`src/rtl/cfgb_pkg.sv`:
```
package cfgb_pkg;

  localparam int DATA_W    = 32;
  localparam int CFG_BYTES = 256;
  localparam int REG_W     = $clog2(CFG_BYTES);
  localparam int LEN_W     = 3;
  localparam int LANES     = DATA_W / 8;

  typedef enum logic [1:0] {ST_IDLE, ST_REQ, ST_WAIT} cfgb_state_e;

  // register offset: stored base OR-ed with the lane offset of the access
  function automatic logic [REG_W-1:0] cfg_offset(input logic [REG_W-1:0] base,
                                                  input logic [1:0] lane);
    return base | {{(REG_W-2){1'b0}}, lane};
  endfunction

  // requested length normalised to 1, 2 or 4
  function automatic logic [LEN_W-1:0] norm_len(input logic [LEN_W-1:0] len);
    return (len == 3'd1 || len == 3'd2) ? len : 3'd4;
  endfunction

  // length limited to the bytes left before the end of config space
  function automatic logic [LEN_W-1:0] clamp_len(input logic [REG_W-1:0] off,
                                                 input logic [LEN_W-1:0] len);
    logic [REG_W:0]     room;
    logic [LEN_W-1:0]   want;
    want = norm_len(len);
    room = (REG_W+1)'(CFG_BYTES) - {1'b0, off};
    return (room < (REG_W+1)'(want)) ? room[LEN_W-1:0] : want;
  endfunction

  // keep the low n byte lanes, zero the rest
  function automatic logic [DATA_W-1:0] keep_low(input logic [DATA_W-1:0] d,
                                                 input logic [LEN_W-1:0] n);
    logic [DATA_W-1:0] r;
    for (int i = 0; i < LANES; i++)
      r[8*i +: 8] = (LEN_W'(i) < n) ? d[8*i +: 8] : 8'h00;
    return r;
  endfunction

endpackage

```
`src/rtl/cfgb_addr_reg.sv`:
```
module cfgb_addr_reg
  import cfgb_pkg::*;
(
  input  logic              clk,
  input  logic              rst_n,
  input  logic              wr_i,
  input  logic              sel_data_i,
  input  logic              busy_i,
  input  logic [1:0]        off_i,
  input  logic [LEN_W-1:0]  len_i,
  input  logic [DATA_W-1:0] wdata_i,
  output logic [DATA_W-1:0] addr_o,
  output logic              en_o,
  output logic [7:0]        bus_o,
  output logic [7:0]        devfn_o,
  output logic [REG_W-1:0]  base_o
);

  logic [DATA_W-1:0] addr_q;
  logic              wr_ok;

  assign wr_ok = wr_i && !sel_data_i && !busy_i && (off_i == 2'd0) && (len_i == 3'd4);

  always_ff @(posedge clk or negedge rst_n) begin
    if (!rst_n)     addr_q <= '0;
    else if (wr_ok) addr_q <= wdata_i;
  end

  assign addr_o  = addr_q;
  assign en_o    = addr_q[31];
  assign bus_o   = addr_q[23:16];
  assign devfn_o = addr_q[15:8];
  assign base_o  = addr_q[REG_W-1:0];

  AST_ADDR_KEEP: assert property (@(posedge clk) disable iff (!rst_n)
    !(wr_i && !sel_data_i && off_i == 2'd0 && len_i == 3'd4) |=> $stable(addr_q));

endmodule

```
`src/rtl/cfgb_seq.sv`:
```
module cfgb_seq
  import cfgb_pkg::*;
(
  input  logic              clk,
  input  logic              rst_n,
  input  logic              sel_data_i,
  input  logic [1:0]        off_i,
  input  logic [LEN_W-1:0]  len_i,
  input  logic              wr_i,
  input  logic              rd_i,
  input  logic [DATA_W-1:0] wdata_i,
  input  logic              en_i,
  input  logic [7:0]        bus_i,
  input  logic [7:0]        devfn_i,
  input  logic [REG_W-1:0]  base_i,
  input  logic              req_ready_i,
  input  logic              rsp_valid_i,
  output logic              req_valid_o,
  output logic              req_write_o,
  output logic [7:0]        bus_o,
  output logic [7:0]        devfn_o,
  output logic [REG_W-1:0]  reg_o,
  output logic [LEN_W-1:0]  len_o,
  output logic [DATA_W-1:0] wdata_o,
  output logic              busy_o,
  output logic              ev_addr_rd_o,
  output logic              ev_blank_o,
  output logic              ev_rsp_o
);

  cfgb_state_e       state_q;
  logic              idle, data_acc, launch;
  logic [REG_W-1:0]  tgt_reg;
  logic              write_q;
  logic [7:0]        bus_q, devfn_q;
  logic [REG_W-1:0]  reg_q;
  logic [LEN_W-1:0]  len_q;
  logic [DATA_W-1:0] wdata_q;

  assign idle     = (state_q == ST_IDLE);
  assign data_acc = idle && sel_data_i && (wr_i || rd_i);
  assign launch   = data_acc && en_i;
  assign tgt_reg  = cfg_offset(base_i, off_i);

  assign ev_addr_rd_o = idle && !sel_data_i && rd_i && !wr_i;
  assign ev_blank_o   = data_acc && !en_i && rd_i && !wr_i;
  assign ev_rsp_o     = (state_q == ST_WAIT) && rsp_valid_i && !write_q;

  always_ff @(posedge clk or negedge rst_n) begin
    if (!rst_n) begin
      state_q <= ST_IDLE;
      write_q <= 1'b0;
      bus_q   <= '0;
      devfn_q <= '0;
      reg_q   <= '0;
      len_q   <= '0;
      wdata_q <= '0;
    end else begin
      case (state_q)
        ST_IDLE: if (launch) begin
          state_q <= ST_REQ;
          write_q <= wr_i;
          bus_q   <= bus_i;
          devfn_q <= devfn_i;
          reg_q   <= tgt_reg;
          len_q   <= clamp_len(tgt_reg, len_i);
          wdata_q <= wdata_i;
        end
        ST_REQ:  if (req_ready_i) state_q <= ST_WAIT;
        ST_WAIT: if (rsp_valid_i) state_q <= ST_IDLE;
        default: state_q <= ST_IDLE;
      endcase
    end
  end

  assign req_valid_o = (state_q == ST_REQ);
  assign req_write_o = write_q;
  assign bus_o       = bus_q;
  assign devfn_o     = devfn_q;
  assign reg_o       = reg_q;
  assign len_o       = len_q;
  assign wdata_o     = wdata_q;
  assign busy_o      = !idle;

  AST_REQ_HOLD: assert property (@(posedge clk) disable iff (!rst_n)
    (req_valid_o && !req_ready_i) |=> req_valid_o &&
      $stable({write_q, bus_q, devfn_q, reg_q, len_q, wdata_q}));

  AST_ONE_REQ: assert property (@(posedge clk) disable iff (!rst_n)
    (req_valid_o && req_ready_i) |=> !req_valid_o);

  AST_REQ_ENABLED: assert property (@(posedge clk) disable iff (!rst_n)
    req_valid_o |-> en_i);

  AST_LEN_CLAMP: assert property (@(posedge clk) disable iff (!rst_n)
    req_valid_o |-> (({1'b0, reg_q} + (REG_W+1)'(len_q)) <= (REG_W+1)'(CFG_BYTES)));

endmodule

```
`src/rtl/cfgb_rdata.sv`:
```
module cfgb_rdata
  import cfgb_pkg::*;
(
  input  logic              clk,
  input  logic              rst_n,
  input  logic              ev_addr_rd_i,
  input  logic              ev_blank_i,
  input  logic              ev_rsp_i,
  input  logic [DATA_W-1:0] addr_i,
  input  logic              rsp_present_i,
  input  logic [DATA_W-1:0] rsp_data_i,
  input  logic [LEN_W-1:0]  len_i,
  output logic [DATA_W-1:0] rdata_o,
  output logic              rvalid_o
);

  logic [DATA_W-1:0] rdata_q;
  logic              rvalid_q;

  always_ff @(posedge clk or negedge rst_n) begin
    if (!rst_n) begin
      rdata_q  <= '0;
      rvalid_q <= 1'b0;
    end else begin
      rvalid_q <= ev_addr_rd_i || ev_blank_i || ev_rsp_i;
      if (ev_addr_rd_i)
        rdata_q <= addr_i;
      else if (ev_blank_i)
        rdata_q <= '1;
      else if (ev_rsp_i)
        rdata_q <= rsp_present_i ? keep_low(rsp_data_i, len_i) : '1;
    end
  end

  assign rdata_o  = rdata_q;
  assign rvalid_o = rvalid_q;

  AST_BLANK_ONES: assert property (@(posedge clk) disable iff (!rst_n)
    ev_blank_i |=> (rvalid_o && rdata_o == '1));

  AST_ABSENT_ONES: assert property (@(posedge clk) disable iff (!rst_n)
    (ev_rsp_i && !rsp_present_i) |=> (rdata_o == '1));

  AST_RDATA_HOLD: assert property (@(posedge clk) disable iff (!rst_n)
    !(ev_addr_rd_i || ev_blank_i || ev_rsp_i) |=> ($stable(rdata_o) && !rvalid_o));

endmodule

```
`src/rtl/cfg_port_bridge.sv`:
```
module cfg_port_bridge
  import cfgb_pkg::*;
(
  input  logic              clk,
  input  logic              rst_n,
  input  logic              hst_sel_data,
  input  logic [1:0]        hst_off,
  input  logic [LEN_W-1:0]  hst_len,
  input  logic              hst_wr,
  input  logic              hst_rd,
  input  logic [DATA_W-1:0] hst_wdata,
  output logic [DATA_W-1:0] hst_rdata,
  output logic              hst_rvalid,
  output logic              hst_busy,
  output logic              dn_req_valid,
  input  logic              dn_req_ready,
  output logic              dn_req_write,
  output logic [7:0]        dn_bus,
  output logic [7:0]        dn_devfn,
  output logic [REG_W-1:0]  dn_reg,
  output logic [LEN_W-1:0]  dn_len,
  output logic [DATA_W-1:0] dn_wdata,
  input  logic              dn_rsp_valid,
  input  logic              dn_rsp_present,
  input  logic [DATA_W-1:0] dn_rsp_data
);

  logic [DATA_W-1:0] addr_w;
  logic              en_w;
  logic [7:0]        bus_w, devfn_w;
  logic [REG_W-1:0]  base_w;
  logic              busy_w;
  logic              ev_addr_rd, ev_blank, ev_rsp;

  cfgb_addr_reg u_addr (
    .clk        (clk),
    .rst_n      (rst_n),
    .wr_i       (hst_wr),
    .sel_data_i (hst_sel_data),
    .busy_i     (busy_w),
    .off_i      (hst_off),
    .len_i      (hst_len),
    .wdata_i    (hst_wdata),
    .addr_o     (addr_w),
    .en_o       (en_w),
    .bus_o      (bus_w),
    .devfn_o    (devfn_w),
    .base_o     (base_w)
  );

  cfgb_seq u_seq (
    .clk          (clk),
    .rst_n        (rst_n),
    .sel_data_i   (hst_sel_data),
    .off_i        (hst_off),
    .len_i        (hst_len),
    .wr_i         (hst_wr),
    .rd_i         (hst_rd),
    .wdata_i      (hst_wdata),
    .en_i         (en_w),
    .bus_i        (bus_w),
    .devfn_i      (devfn_w),
    .base_i       (base_w),
    .req_ready_i  (dn_req_ready),
    .rsp_valid_i  (dn_rsp_valid),
    .req_valid_o  (dn_req_valid),
    .req_write_o  (dn_req_write),
    .bus_o        (dn_bus),
    .devfn_o      (dn_devfn),
    .reg_o        (dn_reg),
    .len_o        (dn_len),
    .wdata_o      (dn_wdata),
    .busy_o       (busy_w),
    .ev_addr_rd_o (ev_addr_rd),
    .ev_blank_o   (ev_blank),
    .ev_rsp_o     (ev_rsp)
  );

  cfgb_rdata u_rdata (
    .clk           (clk),
    .rst_n         (rst_n),
    .ev_addr_rd_i  (ev_addr_rd),
    .ev_blank_i    (ev_blank),
    .ev_rsp_i      (ev_rsp),
    .addr_i        (addr_w),
    .rsp_present_i (dn_rsp_present),
    .rsp_data_i    (dn_rsp_data),
    .len_i         (dn_len),
    .rdata_o       (hst_rdata),
    .rvalid_o      (hst_rvalid)
  );

  assign hst_busy = busy_w;

  AST_IDLE_AFTER_RESET: assert property (@(posedge clk) disable iff (!rst_n)
    $rose(rst_n) |-> !dn_req_valid);

  AST_BUSY_WHILE_REQ: assert property (@(posedge clk) disable iff (!rst_n)
    (dn_req_valid || $past(dn_req_valid)) |-> hst_busy);

endmodule

```
`config.mk`:
```
export PLATFORM = sky130hd
export DESIGN_NAME = cfg_port_bridge
export DESIGN_NICKNAME = d
export VERILOG_FILES = /design/src/rtl/cfgb_pkg.sv /design/src/rtl/cfgb_addr_reg.sv /design/src/rtl/cfgb_seq.sv /design/src/rtl/cfgb_rdata.sv /design/src/rtl/cfg_port_bridge.sv
export SDC_FILE = /design/constraint.sdc
export NUM_CORES = 1
export LEC_CHECK = 0
export BUFFER_PORTS_ARGS = -buffer_cell sky130_fd_sc_hd__buf_4
export CAP_MARGIN = 10
export CORE_ASPECT_RATIO = 0.5
export CORE_UTILIZATION = 40
export CTS_CLUSTER_SIZE = 14
export DETAILED_ROUTE_END_ITERATION = 7
export PLACE_DENSITY = 0.65
export REMOVE_ABC_BUFFERS = 1
export SLEW_MARGIN = 30
export SYNTH_ARGS = -nofsm -noshare
export SYNTH_HDL_FRONTEND = slang
export SYNTH_SLANG_ARGS = --single-unit
export TNS_END_PERCENT = 100
```
`constraint.sdc`:
```
create_clock -name clk -period 2.68 [get_ports clk]
set_input_delay 0.134 -clock clk [delete_from_list [all_inputs] [get_ports clk]]
set_output_delay 0.134 -clock clk [all_outputs]
set_load 0.01 [all_outputs]
```
## After elaboration in Yosys (flattened, before gate mapping)

Cells that the tools add are included.

| storage, ports and cells | value |
|---|---|
| bits in registers | 127 |
| bits of input ports | 77 |

| cells by class | value |
|---|---|
| add/subtract/negate cells | 1 |
| $lt $le $gt $ge | 5 |
| equal/unequal tests | 8 |
| multiplexer cells | 14 |
| bitwise operators | 1 |
| reductions and logical operators | 29 |

Operators with widths:

| kind | number |
|---|---|
| 2-to-1 mux 32 bit | 4 |
| 2-to-1 mux 8 bit | 4 |
| logical AND 1 bit | 15 |
| less-than comparator 9 x 3 -> 1 bit | 1 |
| subtractor 9 x 8 -> 9 bit, first input constant | 1 |
| bitwise OR 8 x 2 -> 8 bit | 1 |
| less-than comparator 1 x 3 -> 1 bit, first input constant | 2 |
| less-than comparator 2 x 3 -> 1 bit, first input constant | 2 |
| 2-to-1 mux 2 bit | 3 |
| 2-to-1 mux 3 bit | 2 |
| case mux 2 bit (3 select lines) | 1 |
| zero test 1 bit | 5 |
| zero test 2 bit | 2 |
| logical OR 1 bit | 4 |
| inequality test 2 bit, second input constant | 2 |
| equality test 3 x 1 -> 1 bit, second input constant | 1 |
| equality test 3 x 2 -> 1 bit, second input constant | 1 |
| equality test 3 bit, second input constant | 1 |
| AND reduction 3 bit | 1 |
| nonzero test 3 bit | 1 |
| equality test 2 x 1 -> 1 bit, second input constant | 1 |
| equality test 2 bit, second input constant | 1 |
| inequality test 2 x 1 -> 1 bit, second input constant | 1 |
| AND reduction 2 bit | 1 |

## Logic depth before layout (Yosys ltp)

Gate-level depths: netlist of the first run.

| depth | value |
|---|---|
| depth after elaboration | 8 |
| mapped depth | 10 |
| depth with buffers taken out | 10 |

## Cells and area by module

Synthesis of the first run repeated with hierarchy kept, for this count alone.

| unflattened totals | value |
|---|---|
| cells, all modules | 433 |
| area, all modules | 5779.3 um^2 |

By module, submodules not included:

| module | instances | cells each | area each (um^2) |
|---|---|---|---|
| cfgb_seq | 1 | 172 | 2565.0 |
| cfgb_rdata | 1 | 166 | 1682.9 |
| cfgb_addr_reg | 1 | 95 | 1531.5 |

## Worst setup path before layout of the first run

Ideal clock, no wire load.

| path | value |
|---|---|
| path kind | register to register |
| start | register u_addr.addr_q[0], in the netlist u_addr.addr_o[0] |
| end | register u_seq.len_q[1], in the netlist u_seq.len_o[1] |
| data arrival time | 2.151 ns |
| slack | 0.408 ns |
| stages on the path, launching flop included | 10 |
| period minus slack after synthesis | 2.272 ns |
| cells stage by stage | dfrtp_1 > or2_2 > inv_1 > ha_1 > xnor2_1 > ha_1 > a211o_1 > a211oi_4 > nor2_1 > o22a_1 |

| between the ends | value |
|---|---|
| longest elaborated chain between the ends | 4 |

Ends and longest elaborated chain:

| item | RTL line | text |
|---|---|---|
| from (decl) | cfgb_addr_reg.sv:19 | `logic [DATA_W-1:0] addr_q;` |
| from (signal assigned) | cfgb_addr_reg.sv:26 | `else if (wr_ok) addr_q <= wdata_i;` |
| bitwise OR 8 x 2 -> 8 bit (*) | cfgb_pkg.sv:14 | `return base \| {{(REG_W-2){1'b0}}, lane};` |
| subtractor 9 x 8 -> 9 bit (*) | cfgb_pkg.sv:28 | `room = (REG_W+1)'(CFG_BYTES) - {1'b0, off};` |
| less-than comparator 9 x 3 -> 1 bit | cfgb_pkg.sv:29 | `return (room < (REG_W+1)'(want)) ? room[LEN_W-1:0] : want;` |
| 2-to-1 mux 3 bit (*) | cfgb_pkg.sv:29 |  |
| to (signal assigned) | cfgb_seq.sv:66 | `len_q <= clamp_len(tgt_reg, len_i);` |
| to (decl) | cfgb_seq.sv:37 | `logic [LEN_W-1:0] len_q;` |

Mark *: on every way between the ends. The rest lies on a longest branch, timed or not.
A chain may end at the register's enable or synchronous reset.

## Final worst setup path of the first run

Same ends and word-level chain as after synthesis.

==> key figures, run 1 <==
Run status
  • Status: completed

Layout
  • # nets final: 833
  • Area Overhead vs Synth: 46.8%
  • Share of cells above drive strength 1: 33.6%
  • # diodes: 0
  • Final-layout fill cell count: 1,092

Routing
  • Initial DRC Count: 218
  • DRT Pass-1 Iters: 4
  • ANT nets after route: 0
  • # DRC: 0
  • Total wire length: 14,700 um
  • Via density: 4.91
  • Total number of vias: 4,600
  • Wirelength per Cell: 15.7 um

Timing
  • Period utilisation layout: 93.3%
  • RSZ-0062 raised after global routing: false
  • Relative slew slack: 55.6%
  • Min Tclk post-route: 2.50 ns
  • Slew Viols, Final: 0
  • Peak Freq: 0.400 GHz
  • Setup violations, final: 0
  • Final hold vios: 0
  • Setup TNS Final: 0 ns
  • Worst Clk Skew: 0.0127 ns
  • Hold slack: 0.0543 ns
  • Measured slew at the worst slew-check pin: 0.665 ns

Worst setup path
  • Crit path DAT: 2.79 ns
  • CP Capture Type: register
  • Crit start category: register
  • Crit-path max FO: 5
  • Data required, critical path: 2.97 ns
  • CP Class: register to register

CTS
  • # clock sinks: 127
  • # Post-CTS Setup Buffers: 0
  • CTS tree: built
  • H-Tree Depth: 4
  • Worst-skew pair later-pin latency: 0.41 ns
  • CTS Root Cell: clkbuf_16
  • Max clock buf depth: 2
  • CTS buffer count: 17
  • Clk slew on worst S/H paths: 0.06 ns

Logic synthesis
  • Yosys top cell by area: dfrtp_1
  • Yosys reg bits: 127
  • Synth warnings: 0
  • Seq/Total Area, Yosys: 59.7%
  • Number of flops mapped to enable cells by yosys: 0
  • Async set-or-reset flop fraction in the synthesized netlist: 100%
  • Post-Syn Instances: 547
  • Synth top area cells: dfrtp_1 (60%), nand2_1 (14%), mux2_2 (6.8%)
  • Synth cell types: 34
  • Share of the synthesized area in the top cell type: 59.7%
  • Mapped Area: 5320 um^2
  • Most used flip-flop cell after synthesis: dfrtp_1
  • Syn_area_per_cell: 9.73 um^2

Power
  • PD cells: 925 nW/um^2
  • Max VDD drop: 0.000510 V
  • Pwr Total: 7.22 mW
  • Leakage power: 4.12 nW

Global route
  • Gr ovfl total: 0
  • Vias in the first global route: 4,651
  • First-pass GRT wire length: 23,800 um
  • Antenna violations before repair: 0
  • Pin count of the biggest net entering global routing: 50
  • Gr usage total: 22.5%

Die
  • Chip height: 83.6 um
  • Num rows: 29
  • Die area: 13,800 um^2
  • Io pins: 172
  • Starting Density: 41.5%
  • Die width: 165 um
  • Core Region: 12,800 um^2

Flow run
  • Max_cap viols: 0

Placed design
  • DP HPWL: 9660 um
  • PortBufs: 171
  • Final Wtd Congestion: 0.791

Hold path
  • Hold WC Path Type: input port to register
==> routing by layer <==
metal / routed length (um) / up-vias / global-route usage (%)
met5: 0 / - / 0
met4: 152 / 0 / 6.51
met3: 584 / 12 / 4.92
met2: 7350 / 96 / 38.2
met1: 6570 / 2271 / 28.7
li1: - / 2221 / -
==> cell usage after synthesis (3+ instances only) <==
cell type,count
mux2_2,32
nor2_1,40
or2_2,3
inv_1,5
buf_1,5
nand2_1,205
clkbuf_1,25
o31ai_1,33
a21oi_1,34
ha_1,3
dfrtp_1,127
o21ai_0,6
==> registers in the layout, indices dropped and copies added, names as in the netlist <==
signal	cells
u_addr.addr_o	32
u_rdata.rdata_o	32
u_seq.wdata_o	32
u_seq.bus_o	8
u_seq.devfn_o	8
u_seq.reg_o	8
u_seq.len_o	3
u_seq.state_q	2
u_rdata.rvalid_o	1
u_seq.req_write_o	1
==> cell families (layout without fill, tap and decap cells) <==
family,count (synthesis),after routing,synth area share (%)
muxes,32,32,6.77
and+or+nand+nor,262,262,19.5
adders and majority gates,3,3,0.706
AOI/OAI and AO/OA,84,84,10.3
xor gates and xnor gates,2,2,0.329
DFF,127,127,59.7
buffers and inverters,37,256,2.66
==> cell usage in the layout (no fill, tap or decap), types with 2 or more instances in the layout <==
cell	count
clkinvlp_4	3
nand4_1	2
nor3b_1	2
bufinv_16	4
clkinv_2	2
mux2_2	32
buf_12	2
a21oi_1	34
o21ai_0	6
nand2b_1	2
dlygate4sd3_1	36
nand2_1	205
a21o_1	2
or2_2	3
dfrtp_1	127
clkinv_4	3
nor2_1	40
o31ai_1	33
inv_1	5
ha_1	3
xnor2_1	2
buf_4	181
clkbuf_16	17
==> power breakdown <==
part,total (mW),internal (mW),switching [mW]
registers,2.78,2.44,0.344
logic,1.99,0.995,0.994
clock network,2.45,1.59,0.865
==> path summary, 6_finish.rpt <==
check,cells after the start,startpoint,end,slack (ns)
setup / recovery,9,u_addr.addr_o[0],u_seq.len_o[1],0.18
hold / removal,3,dn_rsp_data[16],u_rdata.rdata_o[16],0.05
setup reg to reg,9,u_addr.addr_o[0],u_seq.len_o[1],0.18
hold reg to reg,2,u_seq.wdata_o[21],u_seq.wdata_o[21],0.47
max in group asynchronous,3,rst_n,u_seq.wdata_o[31],1.69
min in group asynchronous,2,rst_n,u_seq.bus_o[1],0.30
==> stage by stage <==
stage	utilization (%)	cell area, um^2	cells	worst slack [ns]
4_1_cts	61.0	7810	936	0.187
3_3_place_gp	53.2	6820	868	0.329
6_report	61.0	7810	936	0.181
2_1_floorplan	-	5200	515	-1.21
5_1_grt	61.0	7810	936	0.00967
3_5_place_dp	53.2	6820	868	0.202
==> critical path, stage by stage (launching register included) <==
cell and delay (ns):
dfrtp_1 0.39, or2_2 0.32, inv_1 0.15, ha_1 0.24, xnor2_1 0.17, ha_1 0.30, a211o_1 0.30, a211oi_4 0.26
nor2_1 0.08, o22a_1 0.18
==> repair_timing <==
| item | 4_1_cts | 5_1_grt |
|---|---|---|
| endpoints found under the hold margin | 108 | 0 |
| resized for setup | 0 | 0 |
| hold buffers | 36 | 0 |
==> cell type report <==
| cell class | count | area (um^2) | share of cell area [%] |
|---|---|---|---|
| Multi-Input combinational cell | 383 | 2010 | 25.7 |
| Clock buffer | 19 | 443 | 5.67 |
| Tap cell | 170 | 213 | 2.72 |
| Timing Repair Buffer | 219 | 1760 | 22.5 |
| Inverter | 5 | 18.8 | 0.240 |
| Clock inverter | 13 | 188 | 2.40 |
| Sequential cell | 127 | 3180 | 40.7 |
(Power assumes the default switching activity.)
==> inputs of run 2 (changes only) <==
Settings changed: CELL_PAD_IN_SITES_DETAIL_PLACEMENT set to 0, CELL_PAD_IN_SITES_GLOBAL_PLACEMENT set to 1, CORE_UTILIZATION 40 to 38, PLACE_DENSITY 0.65 to 0.8, RECOVER_POWER set to 25.
==> run 2 against run 1 <==
Net effect: the run now ends with capacitance limit, slew limit left; critical path depth stayed put; die area is 5.2% higher; clock-buffer cell count stayed put; sequential cell count stayed put; total power is 3.7% lower; global-route usage is 1.3 points lower; fmax is 0.22% lower; worst setup slack worse by 0.0056 ns; final area is 0.66% lower; final cell count is 2.2% higher; highest routed layer unchanged.
==> key figures, run 2 (same netlist as run 1, synthesis figures left out) <==
Placed design
  • Final Wtd Congestion: 0.786
  • DP Cell Count: 889
  • DP HPWL: 9820 um
  • Placed inst area: 6840 um^2
  • PortBufs: 171

Layout
  • # nets final: 833
  • Fin util: 57.1%
  • Share of cells above drive strength 1: 33.1%
  • # diodes: 0
  • Commonest non-fill, non-tap cell in the layout: nand2_1
  • Non-Filler Instances: 957
  • Area Overhead vs Synth: 45.8%
  • Commonest cells after routing, fill and taps aside: nand2_1 (205), buf_4 (179), dfrtp_1 (127), nor2_1 (40), dlygate4sd3_1 (37)
  • Post-route cell area: 7760 um^2
  • Final-layout fill cell count: 1,244

Worst setup path
  • Slowest stage delay, CP: 0.39 ns
  • Crit path DAT: 2.78 ns
  • Reg-to-reg slack, setup: 0.17 ns
  • CP Class: register to register
  • Data required, critical path: 2.96 ns
  • Worst R2R Start: u_addr.addr_o[0]
  • Cell breakdown of the critical path: or2_2 > inv_1 > ha_1 > xnor2_1 > ha_1 > a211o_1 > a211oi_4 > nor2_1 > o22a_1
  • Crit start category: register
  • CP max stage cell: dfrtp_1
  • Crit-path max FO: 5
  • CP Capture Type: register
  • CP dominant cell by count: ha_1
  • Worst reg2reg path endpoint: u_seq.len_o[1]
  • Worst R2R Path Depth: 9

Global route
  • Gr usage total: 21.1%
  • Gr ovfl total: 0
  • First-pass GRT wire length: 23,700 um
  • Pin count of the biggest net entering global routing: 66
  • Antenna violations before repair: 0
  • Vias in the first global route: 4,644

CTS
  • Post-CTS resize count: 0
  • CTS buffer count: 17
  • CTS Hold Bufs: 37
  • Clk slew on worst S/H paths: 0.06 ns
  • Worst-skew pair later-pin latency: 0.40 ns
  • CTS tree: built
  • # clock sinks: 127
  • CTS Root Cell: clkbuf_16
  • H-Tree Depth: 4
  • # Post-CTS Setup Buffers: 0
  • Max clock buf depth: 2

Hold path
  • Worst Hold Path EP: u_rdata.rdata_o[10]
  • Hold WC Path Type: input port to register
  • Worst Hold Depth: 3
  • Hold_sp: dn_rsp_data[10]

Routing
  • ANT nets after route: 0
  • # DRC: 0
  • Via density: 4.71
  • Initial DRC Count: 245
  • Total wire length: 14,800 um
  • DRT Pass-1 Iters: 4
  • Wirelength per Cell: 15.5 um
  • Total number of vias: 4,506

Die
  • Die width: 169 um
  • Starting Density: 39.2%
  • Num rows: 30
  • Core Region: 13,600 um^2
  • Chip height: 85.7 um
  • Die area: 14,500 um^2
  • Io pins: 172

Timing
  • Min Tclk post-route: 2.51 ns
  • Setup violations, final: 0
  • Peak Freq: 0.399 GHz
  • Worst Clk Skew: 0.00931 ns
  • Relative slew slack: -9.54%
  • Measured slew at the worst slew-check pin: 1.64 ns
  • Slew Viols, Final: 30
  • Final hold vios: 0
  • Setup TNS Final: 0 ns
  • RSZ-0062 raised after global routing: false
  • Period utilisation layout: 93.5%

Flow run
  • Max_cap viols: 1

Power
  • Max VDD drop: 0.000494 V
  • PD cells: 897 nW/um^2
  • Pwr Total: 6.95 mW
  • Leakage power: 4.10 nW

Run status
  • Status: finished, violations left
  • Failing checks: capacitance limit, slew limit
[run 2: cell count changes in the layout (fill, tap and decap cells not counted), sizes merged]
| cell | delta |
|---|---|
| dlygate4sd3 | +1 |
| buf | -2 |
| clkinv | +3 |
| clkbuf | +1 |
| clkinvlp | -2 |
| bufinv | -2 |
[run 2: critical path, delay by kind of cell (launching register included)]
kind,cells,cell delay (ns)
flops,1,0.39
buf+inv,1,0.15
simple gates,2,0.39
fa+ha+maj,2,0.55
compound gates,3,0.75
xor+xnor,1,0.17
[run 2: power by group]
| part | internal, mW | total [mW] | switching, mW |
|---|---|---|---|
| sequential | 2.44 | 2.80 | 0.361 |
| combinational | 0.995 | 1.98 | 0.981 |
| clock | 1.36 | 2.18 | 0.822 |
[run 2: area by class of cell]
cell class | instances | area (um^2) | area share [%]
flip-flops and latches | 127 | 3180 | 41.0
repair buffers | 219 | 1760 | 22.7
inverters | 5 | 18.8 | 0.242
clock inverters | 12 | 120 | 1.55
multi-input cells | 383 | 2010 | 25.9
clock buffers | 19 | 433 | 5.58
well taps | 192 | 240 | 3.10
[run 2: worst max-delay path by stage]
stage                                start             end  slack, ns  cells past startpoint
after floorplan           u_seq.state_q[0]  u_seq.len_o[2]      -1.21                      5
after global placement    u_addr.addr_o[0]  u_seq.len_o[1]       0.32                      9
after detailed placement  u_addr.addr_o[0]  u_seq.len_o[1]       0.20                      9
after CTS                 u_addr.addr_o[0]  u_seq.len_o[1]       0.19                      9
after global routing      u_addr.addr_o[0]  u_seq.len_o[1]       0.03                      9
final                     u_addr.addr_o[0]  u_seq.len_o[1]       0.17                      9
[run 2: through the flow]
stage          hold WS, ns  worst slack, ns
6_report            0.0644            0.175
5_1_grt             0.0633           0.0329
4_1_cts             0.0511            0.186
3_5_place_dp        0.0847            0.196
3_3_place_gp        0.0914            0.325
2_1_floorplan       -0.162            -1.21
[run 2: layer usage]
layer  part of all wire, %  track usage (%)  vias up
met5                     0                0        -
met4                  0.96             6.14        0
met3                   4.6             4.38       10
met2                    49             36.0       96
met1                    45             27.5     2178
li1                      -                -     2222
